**src/rtl/smr_pkg.sv**
```systemverilog
// Package: shared types and helpers for the soft mute ramp.
// Assumes speed modes are encoded on two bits, with code 3 treated as quad.
package smr_pkg;

    typedef enum logic [1:0] {
        SPD_NORMAL = 2'd0,
        SPD_DOUBLE = 2'd1,
        SPD_QUAD   = 2'd2,
        SPD_QUAD_X = 2'd3
    } speed_e;

    // Frames per gain step: the base count doubled once per speed mode, capped at quad.
    function automatic int unsigned frames_per_step(input speed_e spd, input int unsigned base);
        case (spd)
            SPD_NORMAL: return base;
            SPD_DOUBLE: return base * 2;
            default:    return base * 4;
        endcase
    endfunction

endpackage

```
**src/rtl/smr_step_timer.sv**
```systemverilog
// Step timer: counts frame strobes while a ramp is active and pulses `step`
// on the strobe that completes a step period. The count is held at zero while idle.
// Assumes a speed change mid-period takes effect at once (a count already past
// the new limit steps on the next strobe).
module smr_step_timer
    import smr_pkg::*;
#(
    parameter int unsigned BASE_FRAMES = 4
) (
    input  logic       clk,
    input  logic       rst_n,
    input  logic       frame_stb,
    input  logic       active,
    input  logic [1:0] speed_sel,
    output logic       step
);
    localparam int unsigned MAX_FRAMES = BASE_FRAMES * 4;
    localparam int unsigned CNT_W      = $clog2(MAX_FRAMES);

    logic [CNT_W-1:0] cnt_q;
    logic [CNT_W-1:0] limit;

    // Terminal count of the current speed mode.
    always_comb begin
        limit = CNT_W'(frames_per_step(speed_e'(speed_sel), BASE_FRAMES) - 1);
        step  = active && frame_stb && (cnt_q >= limit);
    end

    // Frame counter: clear while idle or on a step, advance on each strobe otherwise.
    always_ff @(posedge clk) begin
        if (!rst_n || !active || step) begin
            cnt_q <= '0;
        end else if (frame_stb) begin
            cnt_q <= cnt_q + 1'b1;
        end
    end
endmodule

```
**src/rtl/smr_level_ctrl.sv**
```systemverilog
// Level controller: holds the gain level and moves it one unit toward the
// target (0 when muted, else the attenuation code) on each step pulse.
// Assumes the target may change on any clock; the direction is re-evaluated per step.
module smr_level_ctrl #(
    parameter int unsigned LVL_W = 8
) (
    input  logic             clk,
    input  logic             rst_n,
    input  logic             mute,
    input  logic [LVL_W-1:0] atten_code,
    input  logic             step,
    output logic             active,
    output logic [LVL_W-1:0] level
);
    logic [LVL_W-1:0] target;

    // Target selection and ramp-active flag.
    always_comb begin
        target = mute ? '0 : atten_code;
        active = (level != target);
    end

    // Level register: one unit toward the target per step.
    always_ff @(posedge clk) begin
        if (!rst_n) begin
            level <= '0;
        end else if (step) begin
            if (level < target) begin
                level <= level + 1'b1;
            end else if (level > target) begin
                level <= level - 1'b1;
            end
        end
    end
endmodule

```
**src/rtl/smr_scaler.sv**
```systemverilog
// Channel scaler: registers sample * level / full_scale. The multiply is signed
// and the divide truncates toward zero. Assumes level never exceeds full scale.
module smr_scaler #(
    parameter int unsigned DATA_W = 24,
    parameter int unsigned LVL_W  = 8
) (
    input  logic              clk,
    input  logic              rst_n,
    input  logic [DATA_W-1:0] sample_in,
    input  logic [LVL_W-1:0]  level,
    output logic [DATA_W-1:0] sample_out
);
    localparam int unsigned PROD_W = DATA_W + LVL_W + 2;
    localparam int unsigned FULL   = (1 << LVL_W) - 1;

    logic signed [PROD_W-1:0] prod;
    logic signed [PROD_W-1:0] quo;

    // Signed product and division toward zero.
    always_comb begin
        prod = $signed({{(PROD_W-DATA_W){sample_in[DATA_W-1]}}, sample_in})
             * $signed({{(PROD_W-LVL_W){1'b0}}, level});
        quo  = prod / $signed(PROD_W'(FULL));
    end

    // Output register.
    always_ff @(posedge clk) begin
        if (!rst_n) begin
            sample_out <= '0;
        end else begin
            sample_out <= quo[DATA_W-1:0];
        end
    end
endmodule

```
**src/rtl/soft_mute_ramp.sv**
```systemverilog
// Soft mute ramp top: a step timer, a level controller and one scaler per channel.
// Assumes frame_stb pulses for one clock per stereo frame and samples are valid every clock.
module soft_mute_ramp #(
    parameter int unsigned DATA_W      = 24,
    parameter int unsigned LVL_W       = 8,
    parameter int unsigned BASE_FRAMES = 4,
    parameter int unsigned CHANNELS    = 2
) (
    input  logic              clk,
    input  logic              rst_n,
    input  logic              frame_stb,
    input  logic              mute,
    input  logic [LVL_W-1:0]  atten_code,
    input  logic [1:0]        speed_sel,
    input  logic [DATA_W-1:0] in_l,
    input  logic [DATA_W-1:0] in_r,
    output logic [DATA_W-1:0] out_l,
    output logic [DATA_W-1:0] out_r
);
    logic             step;
    logic             active;
    logic [LVL_W-1:0] level_q;
    logic [DATA_W-1:0] ch_in  [CHANNELS];
    logic [DATA_W-1:0] ch_out [CHANNELS];

    // Map the stereo ports onto the channel arrays.
    always_comb begin
        ch_in[0] = in_l;
        ch_in[1] = in_r;
        out_l    = ch_out[0];
        out_r    = ch_out[1];
    end

    smr_step_timer #(.BASE_FRAMES(BASE_FRAMES)) u_timer (
        .clk       (clk),
        .rst_n     (rst_n),
        .frame_stb (frame_stb),
        .active    (active),
        .speed_sel (speed_sel),
        .step      (step)
    );

    smr_level_ctrl #(.LVL_W(LVL_W)) u_level (
        .clk        (clk),
        .rst_n      (rst_n),
        .mute       (mute),
        .atten_code (atten_code),
        .step       (step),
        .active     (active),
        .level      (level_q)
    );

    for (genvar c = 0; c < CHANNELS; c++) begin : g_ch
        smr_scaler #(.DATA_W(DATA_W), .LVL_W(LVL_W)) u_scale (
            .clk        (clk),
            .rst_n      (rst_n),
            .sample_in  (ch_in[c]),
            .level      (level_q),
            .sample_out (ch_out[c])
        );
    end
endmodule

```
**config.mk**
```make
export PLATFORM = sky130hd
export DESIGN_NAME = soft_mute_ramp
export DESIGN_NICKNAME = d
export VERILOG_FILES = /design/src/rtl/smr_pkg.sv /design/src/rtl/smr_step_timer.sv /design/src/rtl/smr_level_ctrl.sv /design/src/rtl/smr_scaler.sv /design/src/rtl/soft_mute_ramp.sv
export SDC_FILE = /design/constraint.sdc
export NUM_CORES = 2
export LEC_CHECK = 0
export BUFFER_PORTS_ARGS = -buffer_cell sky130_fd_sc_hd__buf_4
export CAP_MARGIN = 20
export CORE_MARGIN = 2
export CORE_UTILIZATION = 51
export CTS_CLUSTER_SIZE = 24
export DETAILED_ROUTE_END_ITERATION = 6
export PLACE_DENSITY = 0.75
export SYNTH_ARGS = -nofsm -noshare
export SYNTH_HDL_FRONTEND = slang
export SYNTH_HIERARCHICAL = 1
export SYNTH_SLANG_ARGS = --single-unit
```
**constraint.sdc**
```tcl
create_clock -name clk -period 36.6 [get_ports clk]
set_input_delay 7.32 -clock clk [delete_from_list [all_inputs] [get_ports clk]]
set_output_delay 7.32 -clock clk [all_outputs]
set_load 0.01 [all_outputs]
```
==> results by stage <==
Power and ir drop:
- Net switching is 42.9% of the power.
- The maximum ir drop on the vdd rail is 20.5 uV.
- The analysis attributes to net switching a power of 109 uW.
- In this run, flip-flops and latches consume 26.3% of the power.
- The internal portion of total power is 146 uW.
- The leakage power summed over all cells is 0.0155 uW.
- Combinational cells account for 38.5% of the total power.
- Dividing total power by cell area gives a power density of 6.99 nW/um^2.
- The power consumption is 255 uW.
- The clock network is responsible for 35.2% of the overall power.

Critical path:
- At the worst endpoint, the required time is 36.86 ns.
- Counting stages on the worst path, the most repeated cell is nor2_1.
- The kind of start point of the critical path is an input port.
- The worst flop-to-flop path startpoint is u_level/level[4].
- The depth of the worst register-to-register path is 78.
- The register-to-register setup slack is 8.78 ns.
- The maximum net fanout on the critical path is 20.
- The setup path with the least slack is of type input port to register.
- In this run the critical register-to-register path is captured at g_ch[0].u_scale/sample_out[16].
- STA puts the critical path data arrival time at 33.85 ns.
- The sort of element at the end of the critical path is a register.
- Among all stages on the critical path, the largest delay is contributed by o22ai_1.
- In this design, the stage delay of the slowest critical-path cell is 0.86 ns.

Run status:
- The flow ran to the end, and the final reports show no timing, DRC or antenna violations.

Timing:
- The share of the clock period used by the worst path is 91.8%.
- At the pin with the least slew margin, the transition time is 1.16 ns.
- In the final timing run, aggregate negative setup slack is 0 ns.
- For the finished layout, the period the worst path requires is 33.60 ns.
- The normalized max-slew margin is 21.9%.
- The hold violation count in the final report is 0.
- For the final database, setup skew stands at 0.0265 ns.
- The achievable clock frequency is 29.8 MHz.
- The count of pins over their slew limit is 0.
- Setup repair after global routing left no endpoint under its margin.
- The final count of negative-setup-slack endpoints is 0.

Placement:
- Summed over all nets, the half-perimeter wirelength after detailed placement is 81,600 um.
- In this run the tool buffered the top-level ports with 109 buffer cells.
- The final weighted congestion in routability-driven placement is 0.989.

Min path:
- The path class of the tightest hold or removal check is register to register.
- The cell count of the worst hold path is 2.
- In this run the most critical hold path is launched from u_timer/cnt_q[3].
- The worst hold path terminates at u_timer/cnt_q[3].

Synthesis:
- The number of library cell types mapped by synthesis is 166.
- The number of nets in the synthesized netlist is 5,120.
- The number of synthesized flops with an enable pin is 0.
- For this run, asynchronously set or reset flops after synthesis account for 0%.
- In this run the mean area of a mapped cell was 7.58 um^2.
- The cell count after synthesis is 4,602.
- The main flop type after synthesis is dfxtp_1.
- The part of the Yosys area used for sequential elements is 3.44%.
- The area of the mapped netlist is 34,900 um^2.
- The yosys synthesis warning count is 6.
- The number of synthesized register bits is 60.

Clock tree:
- The CTS clock-pin slew for the worst setup and hold paths is 0.07 ns.
- The H-tree was split into 3 levels.
- The clock insertion delay at the later pin of the skew report is 0.40 ns.
- CTS saw 60 sinks.
- The number of buffers created by CTS is 9.
- Post-CTS repair changed the size of 0 cells.
- TritonCTS built the clock tree.
- The count of buffers added by post-CTS timing repair for setup is 0.
- The largest buffer count on any clock path is 2.
- After clock tree synthesis, the flow added hold-fix buffers numbering 0.
- In this run the clock root is driven by a clkbuf_16.

Floorplan:
- The die covers 70,500 um^2.
- After floorplanning, the core was sized to cover 67,400 um^2.
- The floorplan die width is 265 um.
- The height of the chip is 265 um.
- In this run the count of I/O pins placed on the die edge is 110.
- For this configuration, the core starts out at a cell density of 51.7%.
- The count of standard-cell rows is 95.

Drt:
- In this run, the number of DRC markers left after iteration 0 of detailed routing was 3,167.
- The via total after detailed routing is 35.0k.
- The count of nets left with antenna violations once routing finished came out at 0.
- The routed wire length per instance is 18.2 um.
- Using the TritonRoute via totals, the vias-per-cell ratio works out to 6.40.
- After detailed routing, the number of remaining DRC violations is 0.
- After detailed routing, the total wire length is 99,600 um.
- The detailed-routing iteration count for the pre-antenna-repair pass is 6.

GRT:
- Summed over all layers, the global routing overflow is 0.
- The initial antenna violation count is 0.
- The via count of the first global-routing pass was 33.2k.
- The first global-routing pass estimated 166,000 um of wire.
- Across every metal layer, demand over resource in global routing totals 27.8%.
- Entering global routing, the biggest net connects 53 pins.

Cells and area:
- The count of nets after finishing is 5,107.
- Cells with a size suffix above 1 make up 9.53% of the layout.
- The layout filler cell count is 6,450.
- The layout overhead on the synthesized area is 4.56%.

Job:
- Across the run, the number of max-cap violations was 0.
## per-stage QoR
stage	cells	cell area, um^2	worst slack (ns)	utilization [%]	hold WS, ns
global route	5467	36500	0.801	54.1	0.591
floorplan	4602	34900	7.61	-	0.485
finish	5468	36500	3.01	54.1	0.531
global placement	5448	36100	3.27	53.6	0.510
detailed placement	5448	36100	3.18	53.6	0.516
CTS	5464	36400	3.49	54.0	0.539
## critical path: cells and delay by family
| kind | cells | cell delay (ns) |
|---|---|---|
| AOI/OAI and AO/OA | 35 | 12.21 |
| muxes | 1 | 0.41 |
| and+or+nand+nor | 26 | 8.62 |
| adders and majority gates | 7 | 3.13 |
| buffers and inverters | 5 | 0.40 |
| xor gates and xnor gates | 5 | 1.68 |
## cell families after synthesis
family,count (synthesis),synth area share (%)
AOI/OAI and AO/OA,1297,28.9
and+or+nand+nor,1867,28.9
buffers and inverters,596,7.03
muxes,74,2.32
xor gates and xnor gates,248,6.45
adders and majority gates,460,23.0
DFF,60,3.44
## layer usage
| layer | track usage (%) | share of wire [%] |
|---|---|---|
| met5 | 0 | 0 |
| met3 | 4.39 | 6.8 |
| met4 | 6.87 | 2.0 |
| met2 | 44.7 | 45 |
| met1 | 39.0 | 46 |
## worst max-delay path by stage
stage	end	slack [ns]	cells after the start	from
global route	g_ch[0].u_scale/sample_out[22]	0.80	81	in_l[23]
global placement	g_ch[0].u_scale/sample_out[16]	3.27	80	in_l[23]
floorplan	g_ch[1].u_scale/sample_out[20]	7.61	88	in_r[23]
finish	g_ch[0].u_scale/sample_out[16]	3.01	79	in_l[23]
CTS	g_ch[0].u_scale/sample_out[16]	3.49	80	in_l[23]
detailed placement	g_ch[0].u_scale/sample_out[16]	3.18	80	in_l[23]
## sequential cells by signal, indices dropped and copies added, names as in the netlist
register / count
u_timer/cnt_q: 4
u_level/level: 8
g_ch.u_scale/sample_out: 48
## power groups by stage
stage	registers (uW)	logic [uW]	clock network [uW]
after floorplan	68.8	65.7	0
after global placement	68.5	95.0	0
final	67.0	98.2	89.8
after CTS	67.1	96.1	92.3
after detailed placement	68.5	95.7	0
after global routing	67.1	107	95.0
## synth_stat cells (18+ instances only)
library cell    n  area share, %
a211o_1        21           0.53
a211oi_1       55            1.2
a211oi_2       19           0.68
a21o_1         60            1.3
a21oi_1       239            3.4
a22oi_1        18           0.39
a31oi_1        80            1.4
and2_1        301            5.4
and3_1         68            1.2
and4_1         29           0.73
buf_2          44           0.63
buf_4          21           0.45
clkbuf_1       65           0.70
dfxtp_1        60            3.4
fa_1          301             17
ha_1          155            5.6
inv_1         447            4.8
mux2_2         23           0.74
mux2i_1        38            1.1
nand2_1       472            5.1
nand2b_1       37           0.66
nand3_1       123            1.8
nand4_1        85            1.5
nor2_1        313            3.4
nor2b_1        25           0.45
nor3_1        105            1.5
nor4_1         52           0.93
o2111ai_1      20           0.50
o211ai_1       60            1.3
o21a_1         45           0.97
o21ai_0       132            1.9
o21ai_1        67           0.96
o31a_1         20           0.50
o31ai_1        38           0.82
or2_1          22           0.39
or2_2          26           0.47
or3_1          56            1.0
or4_1          19           0.41
xnor2_1       161            4.0
xor2_1         79            2.0
## layout make-up
type	count	area (um^2)	area share [%]
flip-flops and latches	60	1200	3.30
well taps	873	1090	3.00
repair buffers	121	961	2.64
multi-input cells	3946	31200	85.6
clock inverters	7	53.8	0.148
diodes	1	2.50	0.00686
clock buffers	9	225	0.618
inverters	451	1690	4.64
## cell usage in the layout, fill, tap and decap left out, drive strengths merged, types with 27 or more instances in the layout
master   synthesis  final
a2111oi         30     30
a211oi          78     78
a21o            61     61
a21oi          254    254
a31oi           87     87
and2           303    303
and3            71     71
and4            29     29
buf             74    121
dfxtp           60     60
fa             301    301
ha             155    155
inv            450    450
mux2            30     30
mux2i           44     44
nand2          477    477
nand2b          37     37
nand3          130    130
nand4           90     90
nor2           323    323
nor3           117    117
nor4            62     62
o211ai          77     77
o21a            49     49
o21ai          202    202
o31ai           50     50
or2             52     52
or3             57     57
or4             27     27
xnor2          166    166
xor2            81     81
(Power assumes the default switching activity.)
